**src/rtl/ser_readout_pkg.sv**
```systemverilog
package ser_readout_pkg;

    localparam int unsigned DEF_WORD_W   = 20;
    localparam int unsigned DEF_PULSE_W  = 4;
    localparam int unsigned DEF_SYNC_LEN = 2;

endpackage

```
**src/rtl/sro_sync.sv**
```systemverilog
module sro_sync #(
    parameter int unsigned STAGES  = ser_readout_pkg::DEF_SYNC_LEN,
    parameter logic        RST_VAL = 1'b0
) (
    input  logic clk,
    input  logic rst_n,
    input  logic async_in,
    output logic level
);

    typedef struct packed {
        logic [STAGES-1:0] chain;
    } sync_st_t;

    sync_st_t st_d, st_q;

    always_comb begin
        st_d       = st_q;
        st_d.chain = {st_q.chain[STAGES-2:0], async_in};
        level      = st_q.chain[STAGES-1];
    end

    always_ff @(posedge clk or negedge rst_n) begin
        if (!rst_n) begin
            st_q.chain <= {STAGES{RST_VAL}};
        end else begin
            st_q <= st_d;
        end
    end

endmodule

```
**src/rtl/sro_drdy_timer.sv**
```systemverilog
module sro_drdy_timer #(
    parameter int unsigned PULSE_W = ser_readout_pkg::DEF_PULSE_W
) (
    input  logic clk,
    input  logic rst_n,
    input  logic trigger,
    output logic rdy_n
);

    localparam int unsigned CNT_W = $clog2(PULSE_W + 1);

    typedef struct packed {
        logic [CNT_W-1:0] remain;
    } tmr_st_t;

    tmr_st_t st_d, st_q;

    always_comb begin
        st_d = st_q;
        if (trigger) begin
            st_d.remain = CNT_W'(PULSE_W);
        end else if (st_q.remain != '0) begin
            st_d.remain = st_q.remain - 1'b1;
        end
        rdy_n = (st_q.remain == '0);
    end

    always_ff @(posedge clk or negedge rst_n) begin
        if (!rst_n) begin
            st_q.remain <= '0;
        end else begin
            st_q <= st_d;
        end
    end

    // a write always pulls the ready line low on the next cycle
    assert_pulse_start_R3: assert property (@(posedge clk) disable iff (!rst_n)
        trigger |=> !rdy_n);

    // an idle ready line stays high until a write arrives
    assert_idle_high_R3: assert property (@(posedge clk) disable iff (!rst_n)
        (rdy_n && !trigger) |=> rdy_n);

endmodule

```
**src/rtl/sro_shifter.sv**
```systemverilog
module sro_shifter #(
    parameter int unsigned WORD_W = ser_readout_pkg::DEF_WORD_W
) (
    input  logic              clk,
    input  logic              rst_n,
    input  logic [WORD_W-1:0] word,
    input  logic              cs_lvl,
    input  logic              sclk_lvl,
    output logic              sdo,
    output logic              sdo_oe
);

    typedef struct packed {
        logic [WORD_W-1:0] shreg;
        logic              cs_prev;
        logic              sclk_prev;
    } shf_st_t;

    shf_st_t st_d, st_q;
    logic    cs_fall;
    logic    sclk_fall;
    logic    shift_en;

    always_comb begin
        st_d           = st_q;
        cs_fall        = st_q.cs_prev & ~cs_lvl;
        sclk_fall      = st_q.sclk_prev & ~sclk_lvl;
        shift_en       = sclk_fall & ~cs_lvl & ~cs_fall;
        st_d.cs_prev   = cs_lvl;
        st_d.sclk_prev = sclk_lvl;
        if (cs_lvl) begin
            st_d.shreg = word;
        end else if (shift_en) begin
            st_d.shreg = {st_q.shreg[WORD_W-2:0], 1'b0};
        end
        sdo_oe = ~cs_lvl;
        sdo    = sdo_oe & st_q.shreg[WORD_W-1];
    end

    always_ff @(posedge clk or negedge rst_n) begin
        if (!rst_n) begin
            st_q.shreg     <= '0;
            st_q.cs_prev   <= 1'b1;
            st_q.sclk_prev <= 1'b0;
        end else begin
            st_q <= st_d;
        end
    end

    // on a select fall the top bit is the one held just before
    assert_restart_msb_R9: assert property (@(posedge clk) disable iff (!rst_n)
        cs_fall |-> (st_q.shreg[WORD_W-1] == $past(word[WORD_W-1])));

    // during a read the shift register moves only on a serial falling edge
    assert_hold_between_edges_R5: assert property (@(posedge clk) disable iff (!rst_n)
        (!cs_lvl && !shift_en) |=> $stable(st_q.shreg));

    // every shift brings a zero in at the bottom
    assert_zero_fill_R6: assert property (@(posedge clk) disable iff (!rst_n)
        shift_en |=> (st_q.shreg[0] == 1'b0));

endmodule

```
**src/rtl/ser_readout_port.sv**
```systemverilog
module ser_readout_port #(
    parameter int unsigned WORD_W   = ser_readout_pkg::DEF_WORD_W,
    parameter int unsigned PULSE_W  = ser_readout_pkg::DEF_PULSE_W,
    parameter int unsigned SYNC_LEN = ser_readout_pkg::DEF_SYNC_LEN
) (
    input  logic              clk,
    input  logic              rst_n,
    input  logic [WORD_W-1:0] load_data,
    input  logic              load_strobe,
    input  logic              sclk_in,
    input  logic              cs_n_in,
    output logic              sdo,
    output logic              sdo_oe,
    output logic              rdy_n
);

    typedef struct packed {
        logic [WORD_W-1:0] dor;
        logic [WORD_W-1:0] pend;
        logic              pend_v;
    } top_st_t;

    top_st_t st_d, st_q;
    logic    cs_lvl;
    logic    sclk_lvl;
    logic    upd;

    sro_sync #(.STAGES(SYNC_LEN), .RST_VAL(1'b1)) i_cs_sync (
        .clk      (clk),
        .rst_n    (rst_n),
        .async_in (cs_n_in),
        .level    (cs_lvl)
    );

    sro_sync #(.STAGES(SYNC_LEN), .RST_VAL(1'b0)) i_sclk_sync (
        .clk      (clk),
        .rst_n    (rst_n),
        .async_in (sclk_in),
        .level    (sclk_lvl)
    );

    always_comb begin
        st_d = st_q;
        upd  = 1'b0;
        if (cs_lvl) begin
            if (load_strobe) begin
                st_d.dor    = load_data;
                st_d.pend_v = 1'b0;
                upd         = 1'b1;
            end else if (st_q.pend_v) begin
                st_d.dor    = st_q.pend;
                st_d.pend_v = 1'b0;
                upd         = 1'b1;
            end
        end else if (load_strobe) begin
            st_d.pend   = load_data;
            st_d.pend_v = 1'b1;
        end
    end

    always_ff @(posedge clk or negedge rst_n) begin
        if (!rst_n) begin
            st_q.dor    <= '0;
            st_q.pend   <= '0;
            st_q.pend_v <= 1'b0;
        end else begin
            st_q <= st_d;
        end
    end

    sro_shifter #(.WORD_W(WORD_W)) i_shifter (
        .clk      (clk),
        .rst_n    (rst_n),
        .word     (st_d.dor),
        .cs_lvl   (cs_lvl),
        .sclk_lvl (sclk_lvl),
        .sdo      (sdo),
        .sdo_oe   (sdo_oe)
    );

    sro_drdy_timer #(.PULSE_W(PULSE_W)) i_drdy (
        .clk     (clk),
        .rst_n   (rst_n),
        .trigger (upd),
        .rdy_n   (rdy_n)
    );

    // a strobe during a read leaves the output register untouched
    assert_dor_frozen_R8: assert property (@(posedge clk) disable iff (!rst_n)
        (!cs_lvl && load_strobe) |=> $stable(st_q.dor));

    // once the select is high, a pending word is written on that cycle
    assert_pending_drains_R8: assert property (@(posedge clk) disable iff (!rst_n)
        (cs_lvl && st_q.pend_v) |=> !st_q.pend_v);

endmodule

```
**config.mk**
```make
export PLATFORM = sky130hd
export DESIGN_NAME = ser_readout_port
export DESIGN_NICKNAME = d
export VERILOG_FILES = /design/src/rtl/ser_readout_pkg.sv /design/src/rtl/sro_sync.sv /design/src/rtl/sro_drdy_timer.sv /design/src/rtl/sro_shifter.sv /design/src/rtl/ser_readout_port.sv
export SDC_FILE = /design/constraint.sdc
export NUM_CORES = 1
export LEC_CHECK = 0
export ABC_CLOCK_PERIOD_IN_PS = 1460
export BUFFER_PORTS_ARGS = -buffer_cell sky130_fd_sc_hd__buf_2
export CORE_MARGIN = 5
export CORE_UTILIZATION = 50
export CTS_CLUSTER_DIAMETER = 30
export DETAILED_ROUTE_END_ITERATION = 16
export PLACE_DENSITY = 0.71
export SLEW_MARGIN = 20
export SYNTH_ARGS = -nofsm -noshare
export SYNTH_HDL_FRONTEND = slang
export SYNTH_SLANG_ARGS = --single-unit
```
**constraint.sdc**
```tcl
create_clock -name clk -period 1.46 [get_ports clk]
set_input_delay 0.073 -clock clk [delete_from_list [all_inputs] [get_ports clk]]
set_output_delay 0.073 -clock clk [all_outputs]
set_load 0.05 [all_outputs]
```
==> results.cfg, run 1 <==
[sta]
whs_ns = 0.0441
rsz0062_at_grt = true
clock_skew_ns = 0.00759
hold_violations = 0
finalMaxSlewViolations = 0
worst_pin_slew_ns = 0.387
final.min_clock_period_ns = 1.45
max_freq_mhz = 690
fin_tns_setup_ns = 0
fin_crit_sh_pct = 99.3
setup_viol = 0
relSlewSlack_pct = 74.2

[yosys]
ys_seq_elements = 70
synth_ff_type = dfrtp_1
seq_area_frac_synth_pct = 52.0
synth_xor_area_share_pct = 0.259
synth_edf_count = 0
netlist_area_sq_um = 3380
synth.avg_cell_area_sq_um = 12.3
synth_compound_area_share_pct = 9.30
synth_nets = 301
synth-simple-area-share_pct = 7.33
async_reset_ff_share_pct = 100
synth_fa_ha_area_share_pct = 0.741
synth_mux_area_share_pct = 25.2
synth_top_family_by_area = multiplexers
syn_inst = 274
yosys_warnings = 0
ys_types = 27

[routing]
drcViolationCount = 0
firstDrtPassIters = 4
drtIter0Drc = 107
vias = 2346
routed_wl_mm = 6.85
wl_per_cell_um = 15.7
ant_nets = 0
vias_per_cell = 5.38

[global_routing]
grt_pass1_wl_mm = 11.4
antenna_found_initial = 0
grt_start_max_net_pins = 71
overflow = 0
grt_use_total_pct = 16.8
grt_pass1_vias = 2446

[pwr]
p_int_uw = 4030
power_density_nw_per_um2 = 1260
power.net_switching_uw = 1510
leakage_uw = 0.00196
swShare_pct = 27.2
p_seq_share_pct = 45.3
p_clk_share_pct = 31.1
p_total_uw = 5540
ir_worst_vdd_uv = 872
combPwrFrac_pct = 23.6

[run_status]
status = complete, no violations

[worst_setup_path]
slowest_delay_ns = 0.59
critPathRequiredTime_ns = 1.69
cp-start-kind = flip-flop
criticalPathCategory = flip-flop to flip-flop
cp-end-kind = flip-flop
critPathTopFamily = flip-flops
crit_slowest_cell = dfstp_2
path_buf_inv = 2
crit_fanout = 9
worstPathCellList = buf_6 > buf_8 > nand2b_1 > o221ai_1 > mux2_2
cp.arrival_ns = 1.67

[place]
port_buffers = 27
dpl.hpwl_mm = 4.24
place.gp.congestion = 0.737

[clock_network]
clock_path_buffers = 2
insertion_delay_ns = 0.34
root_buffer = clkbuf_8
cts_tree = built
cts.clk_slew.worst_paths_ns = 0.08
htree_levels = 3
cts_made_buffers = 9
clock-sinks = 70

[final_layout]
regArea_sq_um = 1760
final_common_cell = dfrtp_1
final_cell_mix = dfrtp_1 (66), mux2_2 (51), buf_2 (24)
synthToLayoutAreaGrowth_pct = 30.5
multi_input_area_sq_um = 1540
fill_cells = 504
nets = 378
insertedDiodeCount = 0
drive_gt1_share_pct = 44.1
fin_util_pct = 66.0

[die]
num_rows = 30
die_h_um = 92.2
die_area_sq_um = 8500
die_w_um = 92.2
core-area_sq_um = 6680
start_util_pct = 50.6
io_pins = 28

[worst_hold_path]
min_path_type = primary input to flip-flop

[flow_run]
max_cap_violations = 0
==> worst paths after layout <==
kind	start	end	slack, ns	cells after the start
min in group asynchronous	rst_n	st_q[30]	0.25	3
max in group asynchronous	rst_n	i_cs_sync.st_q[0]	0.84	3
min	load_strobe	st_q[0]	0.04	3
max	i_cs_sync.st_q[1]	i_shifter.st_q[20]	0.01	5
min reg2reg	i_cs_sync.st_q[0]	i_cs_sync.st_q[1]	0.37	0
max reg2reg	i_cs_sync.st_q[1]	i_shifter.st_q[20]	0.01	5
==> worst min-delay path, delay by kind of cell <==
kind	cells	cell delay (ns)
and+or+nand+nor	2	0.14
buffers and inverters	1	0.14
==> synthesized netlist by cell type (2+ instances only) <==
cell,count,share of area [%]
nand2b_1,21,3.9
buf_6,6,2.0
mux2_1,2,0.67
buf_4,4,0.89
o221a_1,2,0.67
nor2_1,7,0.78
buf_2,8,1.2
mux2_2,55,18
dfrtp_1,67,50
mux2i_1,21,6.2
inv_1,7,0.78
o221ai_1,17,4.4
clkbuf_1,2,0.22
dfstp_2,3,2.3
ha_1,2,0.74
nand2_1,19,2.1
o21ai_0,21,3.1
==> per-layer routing <==
layer / routed length (um) / part of all wire, % / GRT usage [%] / vias up
li1: - / - / - / 1128
met3: 189 / 2.8 / 2.95 / 11
met5: 0 / 0 / 0 / -
met4: 111 / 1.6 / 7.05 / 0
met1: 3030 / 44 / 21.6 / 1172
met2: 3510 / 51 / 28.0 / 35
==> timing repair <==
action	CTS	global route
setup buffers	3	13
resized for setup	11	32
endpoints found under the setup margin	3	28
gates cloned	0	1
hold buffers	23	0
pin swaps	0	0
hold endpoints to repair	89	0
==> layout make-up <==
class	instances	area share, %
clock buffer	10	3.12
sequential	70	39.9
timing repair buffer	86	17.1
clock inverter	6	1.93
inverter	8	0.795
tap	80	2.27
multi-input combinational	176	34.9
==> sequential cells by signal (all words and copies together) (netlist names) <==
signal            flops
i_shifter.st_q       22
i_cs_sync.st_q        2
st_q                 41
i_drdy.st_q           3
i_sclk_sync.st_q      2
==> power groups by stage <==
| stage | Combinational (uW) | Clock (uW) | Sequential, uW |
|---|---|---|---|
| final | 1310 | 1720 | 2510 |
| after global routing | 1430 | 1860 | 2550 |
| after CTS | 1170 | 1760 | 2480 |
| after detailed placement | 1070 | 0 | 2520 |
| after global placement | 1030 | 0 | 2500 |
| after floorplan | 828 | 0 | 2460 |
==> per-stage QoR <==
step	std cells	setup WS [ns]	instance area, sq um
finish	436	0.0108	4410
global route	436	-0.0512	4410
CTS	422	-0.00406	4150
detailed placement	380	0.0270	3640
global placement	380	0.0371	3640
floorplan	274	0.0301	3380
==> cell families after synthesis <==
logic type | after synthesis
flops | 70
buf+inv | 28
fa+ha+maj | 2
mux | 78
compound gates | 45
simple gates | 50
xor+xnor | 1
Note: power is estimated with default switching activity, not from simulation.
==> run 2: changes to the inputs <==
--- a/config.mk
+++ b/config.mk
@@ -5,7 +5,6 @@
 export SDC_FILE = /design/constraint.sdc
 export NUM_CORES = 1
 export LEC_CHECK = 0
-export ABC_CLOCK_PERIOD_IN_PS = 1460
 export BUFFER_PORTS_ARGS = -buffer_cell sky130_fd_sc_hd__buf_2
 export CORE_MARGIN = 5
 export CORE_UTILIZATION = 50
==> constraint.sdc (replaced) <==
create_clock -name clk -period 1.46 [get_ports clk]
set_input_delay 0.073 -clock clk [delete_from_list [all_inputs] [get_ports clk]]
set_output_delay 0.073 -clock clk [all_outputs]
set_load 0.02 [all_outputs]
==> run 2 against run 1 <==
Largest power group unchanged. Non-clock buffer count up 3. Critical path depth is the same. Critical path type unchanged. Via count rose by 2.1%. Final area grew 2.6%. The flow now finishes with violations (setup timing). Critical endpoint is now i_shifter.st_q[18]. Worst hold slack improved by 0.17 ns.
==> results.cfg, run 2 (synthesized netlist as in run 1, its figures left out) <==
[sta]
finalMaxSlewViolations = 0
final.min_clock_period_ns = 1.50
setup_ws_ns = -0.0420
fin_crit_sh_pct = 103
rsz0062_at_grt = true
setup_viol = 7
fin_tns_setup_ns = -0.0837
clock_skew_ns = 0.0103
worst_pin_slew_ns = 0.541
whs_ns = 0.215
hold_violations = 0
max_freq_mhz = 666
relSlewSlack_pct = 63.9

[routing]
firstDrtPassIters = 4
vias = 2396
wl_per_cell_um = 17.4
routed_wl_mm = 7.65
ant_nets = 0
vias_per_cell = 5.46
drcViolationCount = 0
drtIter0Drc = 98

[worst_setup_path]
cp.arrival_ns = 1.74
critPathRequiredTime_ns = 1.70
path_buf_inv = 2
worstPathCellList = buf_12 > buf_8 > nand2b_1 > o221ai_1 > mux2_2
critPathTopFamily = flip-flops
crit_fanout = 7
cp-start-kind = flip-flop
cp-end-kind = flip-flop
slowest_delay_ns = 0.59
crit_slowest_cell = dfstp_2
criticalPathCategory = flip-flop to flip-flop

[place]
place.gp.congestion = 0.763
dpl.hpwl_mm = 4.48
port_buffers = 27
dp_slack_ns = -0.0704

[final_layout]
largest_reg_flops = 41
reg_top3 = st_q x41, i_shifter.st_q x22, i_drdy.st_q x3
final_cell_mix = dfrtp_1 (66), mux2_2 (45), buf_2 (26)
nets = 381
top_register = st_q
final_common_cell = dfrtp_1
synthToLayoutAreaGrowth_pct = 33.9
insertedDiodeCount = 0
drive_gt1_share_pct = 45.4
fin_util_pct = 67.7

[run_status]
status = finished, violations left
violations = setup timing

[global_routing]
grt_use_total_pct = 18.1
overflow = 0
antenna_found_initial = 0
grt_pass1_vias = 2405
grt_pass1_wl_mm = 11.8
grt_start_max_net_pins = 29

[clock_network]
cts.clk_slew.worst_paths_ns = 0.08
insertion_delay_ns = 0.35
htree_levels = 3
root_buffer = clkbuf_8
cts_made_buffers = 9
cts_tree = built
clock-sinks = 70
clock_path_buffers = 2

[die]
die_area_sq_um = 8500
die_h_um = 92.2
io_pins = 28
start_util_pct = 50.6
num_rows = 30
die_w_um = 92.2
core-area_sq_um = 6680

[worst_hold_path]
min_path_type = primary input to flip-flop

[pwr]
ir_worst_vdd_uv = 883
power_density_nw_per_um2 = 1180
leakage_uw = 0.00203

[flow_run]
max_cap_violations = 0
[run 2: changes by cell type in the layout (fill, tap and decap cells not counted), sizes merged]
cell,delta
buf,+2
clkbuf,+2
bufinv,-2
clkinv,+1
[run 2: worst paths after layout]
check,start,to,slack [ns],depth (start not counted)
hold / removal,load_strobe,st_q[0],0.22,4
setup / recovery,i_cs_sync.st_q[1],i_shifter.st_q[18],-0.04,5
setup reg to reg,i_cs_sync.st_q[1],i_shifter.st_q[18],-0.04,5
hold reg to reg,i_sclk_sync.st_q[0],i_sclk_sync.st_q[1],0.36,0
max in group asynchronous,rst_n,i_cs_sync.st_q[0],0.64,3
min in group asynchronous,rst_n,i_shifter.st_q[10],0.23,2
[run 2: timing repair]
item	CTS	global route
hold endpoints to repair	37	0
endpoints found under the setup margin	5	26
hold buffers	23	0
resized for setup	11	37
pin swaps	0	2
cloned	1	3
buffers inserted	8	9
[run 2: through the flow]
| step | area, sq um | total power [uW] | instances |
|---|---|---|---|
| 3_5_place_dp | 3680 | 3560 | 380 |
| 5_1_grt | 4520 | 5610 | 439 |
| 3_3_place_gp | 3680 | 3500 | 380 |
| 6_report | 4520 | 5320 | 439 |
| 4_1_cts | 4240 | 5120 | 428 |
| 2_1_floorplan | 3380 | 3240 | 274 |
[run 2: layer usage]
metal  wire length [um]  GRT usage, %  vias to the layer above
met5                  0             0                        -
met1               3360          23.1                     1194
met3                306          5.50                       11
met2               3860          29.4                       50
li1                   -             -                     1141
met4                119          5.94                        0
[run 2: layout make-up]
cell class	count	area, sq um
Fill cell	468	2160
Sequential cell	70	1760
Tap cell	80	100
Clock inverter	5	33.8
Clock buffer	11	151
Timing Repair Buffer	89	825
Inverter	8	37.5
Multi-Input combinational cell	176	1620
[run 2: power by group]
part	switching, uW	internal [uW]	leakage, uW	total, uW
Sequential	239	2300	0.000836	2540
Clock	749	705	0.0000913	1450
Combinational	565	760	0.00110	1320
Total	1550	3760	0.00203	5320
[run 2: worst register-to-register path: cells and delay by family, from the launching register on]
kind                   cells  cell delay (ns)
AND/OR/NAND/NOR            1             0.10
flip-flops                 1             0.59
AO/OA/AOI/OAI              1             0.13
multiplexers               1             0.30
buffers and inverters      2             0.26
==> run 3: changes to the inputs <==
--- a/config.mk
+++ b/config.mk
@@ -7,10 +7,10 @@
 export LEC_CHECK = 0
 export BUFFER_PORTS_ARGS = -buffer_cell sky130_fd_sc_hd__buf_2
 export CORE_MARGIN = 5
-export CORE_UTILIZATION = 50
+export CORE_UTILIZATION = 53
 export CTS_CLUSTER_DIAMETER = 30
 export DETAILED_ROUTE_END_ITERATION = 16
-export PLACE_DENSITY = 0.71
+export PLACE_DENSITY = 0.75
 export SLEW_MARGIN = 20
 export SYNTH_ARGS = -nofsm -noshare
 export SYNTH_HDL_FRONTEND = slang
==> run 3 against run 2 <==
The run still ends with setup timing left. Non-clock buffer count shrank 6. Clock power increased by 16%. First-iteration DRC count up 8.2%. Flip-flop and latch count unchanged. Wire length shrank 9.7%. Sequential power fell by 2%. Die area fell by 5.1%. Clock skew fell by 0.0020 ns. Critical path depth stayed put. Largest cell class unchanged. Worst setup slack improved by 0.030 ns. Power up 1.3%. Fmax is 2.0% higher.
==> results.cfg, run 3 (synthesized netlist as in run 1, its figures left out) <==
[pwr]
leakage_uw = 0.00194
p_total_uw = 5380
power_density_nw_per_um2 = 1240
ir_worst_vdd_uv = 814

[sta]
fin_crit_sh_pct = 101
relSlewSlack_pct = 66.2
finalMaxSlewViolations = 0
fin_tns_setup_ns = -0.0124
final.min_clock_period_ns = 1.47
rsz0062_at_grt = true
hold_violations = 0
setup_ws_ns = -0.0124
setup_viol = 1
worst_pin_slew_ns = 0.507
max_freq_mhz = 679
clock_skew_ns = 0.00824

[routing]
routed_wl_mm = 6.90
ant_nets = 0
vias = 2359
drcViolationCount = 0
vias_per_cell = 5.49
drtIter0Drc = 106
wl_per_cell_um = 16.1
firstDrtPassIters = 4

[worst_setup_path]
r2r_start = i_cs_sync.st_q[1]
cp-end-kind = flip-flop
r2r_cells = 5
reg2reg_setup_slack_ns = -0.01
crit_fanout = 9
crit_slowest_cell = dfstp_2
r2r-end = i_shifter.st_q[19]
worstPathCellList = buf_8 > buf_4 > nand2b_1 > o221ai_1 > mux2_2
slowest_delay_ns = 0.61
cp.arrival_ns = 1.71
critPathRequiredTime_ns = 1.69
cp-start-kind = flip-flop
criticalPathCategory = flip-flop to flip-flop

[final_layout]
top_register = st_q
nets = 375
largest_reg_flops = 41
fin_area_sq_um = 4340
reg_top3 = st_q x41, i_shifter.st_q x22, i_drdy.st_q x3
synthToLayoutAreaGrowth_pct = 28.4
final_common_cell = dfrtp_1
drive_gt1_share_pct = 42.2
multi_input_area_sq_um = 1530
insertedDiodeCount = 0
regArea_sq_um = 1760
final_cell_mix = dfrtp_1 (67), mux2_2 (52), buf_2 (25)
fill_cells = 455

[global_routing]
grtUsageMet2_pct = 29.1
grt_use_total_pct = 18.1
grt_start_max_net_pins = 30
top_usage_layer = met2
antenna_found_initial = 0
grtUsageMet1_pct = 23.2
grt_pass1_wl_mm = 11.9
use_met3_pct = 3.76
overflow = 0
grt_pass1_vias = 2536

[die]
die_h_um = 89.8
num_rows = 29
core-area_sq_um = 6280
die_w_um = 89.8
start_util_pct = 53.8
io_pins = 28
die_area_sq_um = 8070

[clock_network]
cts_tree = built
clock-sinks = 70
cts_made_buffers = 9
cts.clk_slew.worst_paths_ns = 0.07
root_buffer = clkbuf_8
htree_levels = 3
insertion_delay_ns = 0.34
clock_path_buffers = 2

[flow_run]
max_cap_violations = 0

[worst_hold_path]
hold_start = load_data[2]
min_path_type = primary input to flip-flop
min_to = st_q[3]
holdPathStages = 2

[place]
port_buffers = 27
place.gp.congestion = 0.709
dpl.hpwl_mm = 4.39
placed_cell_area_sq_um = 3680

[run_status]
status = finished, violations left
violations = setup timing
-- run 3: where the power goes --
part	internal [uW]	leakage (uW)	total (uW)	switching [uW]
Sequential	2300	0.000837	2500	202
Clock	977	0.000109	1680	707
Combinational	674	0.000989	1200	526
-- run 3: how the worst max path moves through the flow --
stage	to	cells after the start	startpoint
after floorplan	st_q[23]	4	i_cs_sync.st_q[1]
after global placement	i_shifter.st_q[21]	5	i_cs_sync.st_q[1]
after detailed placement	i_shifter.st_q[18]	5	i_cs_sync.st_q[1]
after CTS	i_shifter.st_q[11]	4	i_cs_sync.st_q[1]
after global routing	i_shifter.st_q[12]	4	st_q[0]
final	i_shifter.st_q[19]	5	i_cs_sync.st_q[1]
-- run 3: final cells by class --
class	instances	area share [%]
well taps	77	2.22
flip-flops and latches	70	40.5
repair buffers	83	16.2
multi-input cells	176	35.2
inverters	8	0.866
clock inverters	2	0.866
clock buffers	14	4.21
-- run 3: routing by layer --
metal / wire length [um] / up-vias
met5: 0 / -
met4: 138 / 0
met3: 197 / 12
met2: 3410 / 34
met1: 3160 / 1190
li1: - / 1123
-- run 3: what timing repair did --
| action | in CTS | in global routing |
|---|---|---|
| hold buffers | 22 | 0 |
| gates cloned | 0 | 0 |
| resized for setup | 8 | 26 |
| pin swaps | 0 | 1 |
| setup endpoints to repair | 16 | 24 |
| buffers inserted | 7 | 5 |
| hold endpoints to repair | 33 | 0 |
-- run 3: metrics by stage --
stage               instances  worst slack [ns]  hold WS, ns  util, %
floorplan                 274            0.0301       -0.223        -
global placement          381            0.0197       0.0655     58.6
detailed placement        381           -0.0230       0.0666     58.6
CTS                       425           -0.0209      0.00130     66.8
global route              430           -0.0459       0.0188     69.1
finish                    430           -0.0124      0.00938     69.1
-- run 3: worst max-delay path, delay by kind of cell, from the launching register on --
family	cells	cell delay (ns)
flip-flops	1	0.61
buffers and inverters	2	0.27
AO/OA/AOI/OAI	1	0.11
AND/OR/NAND/NOR	1	0.10
multiplexers	1	0.27
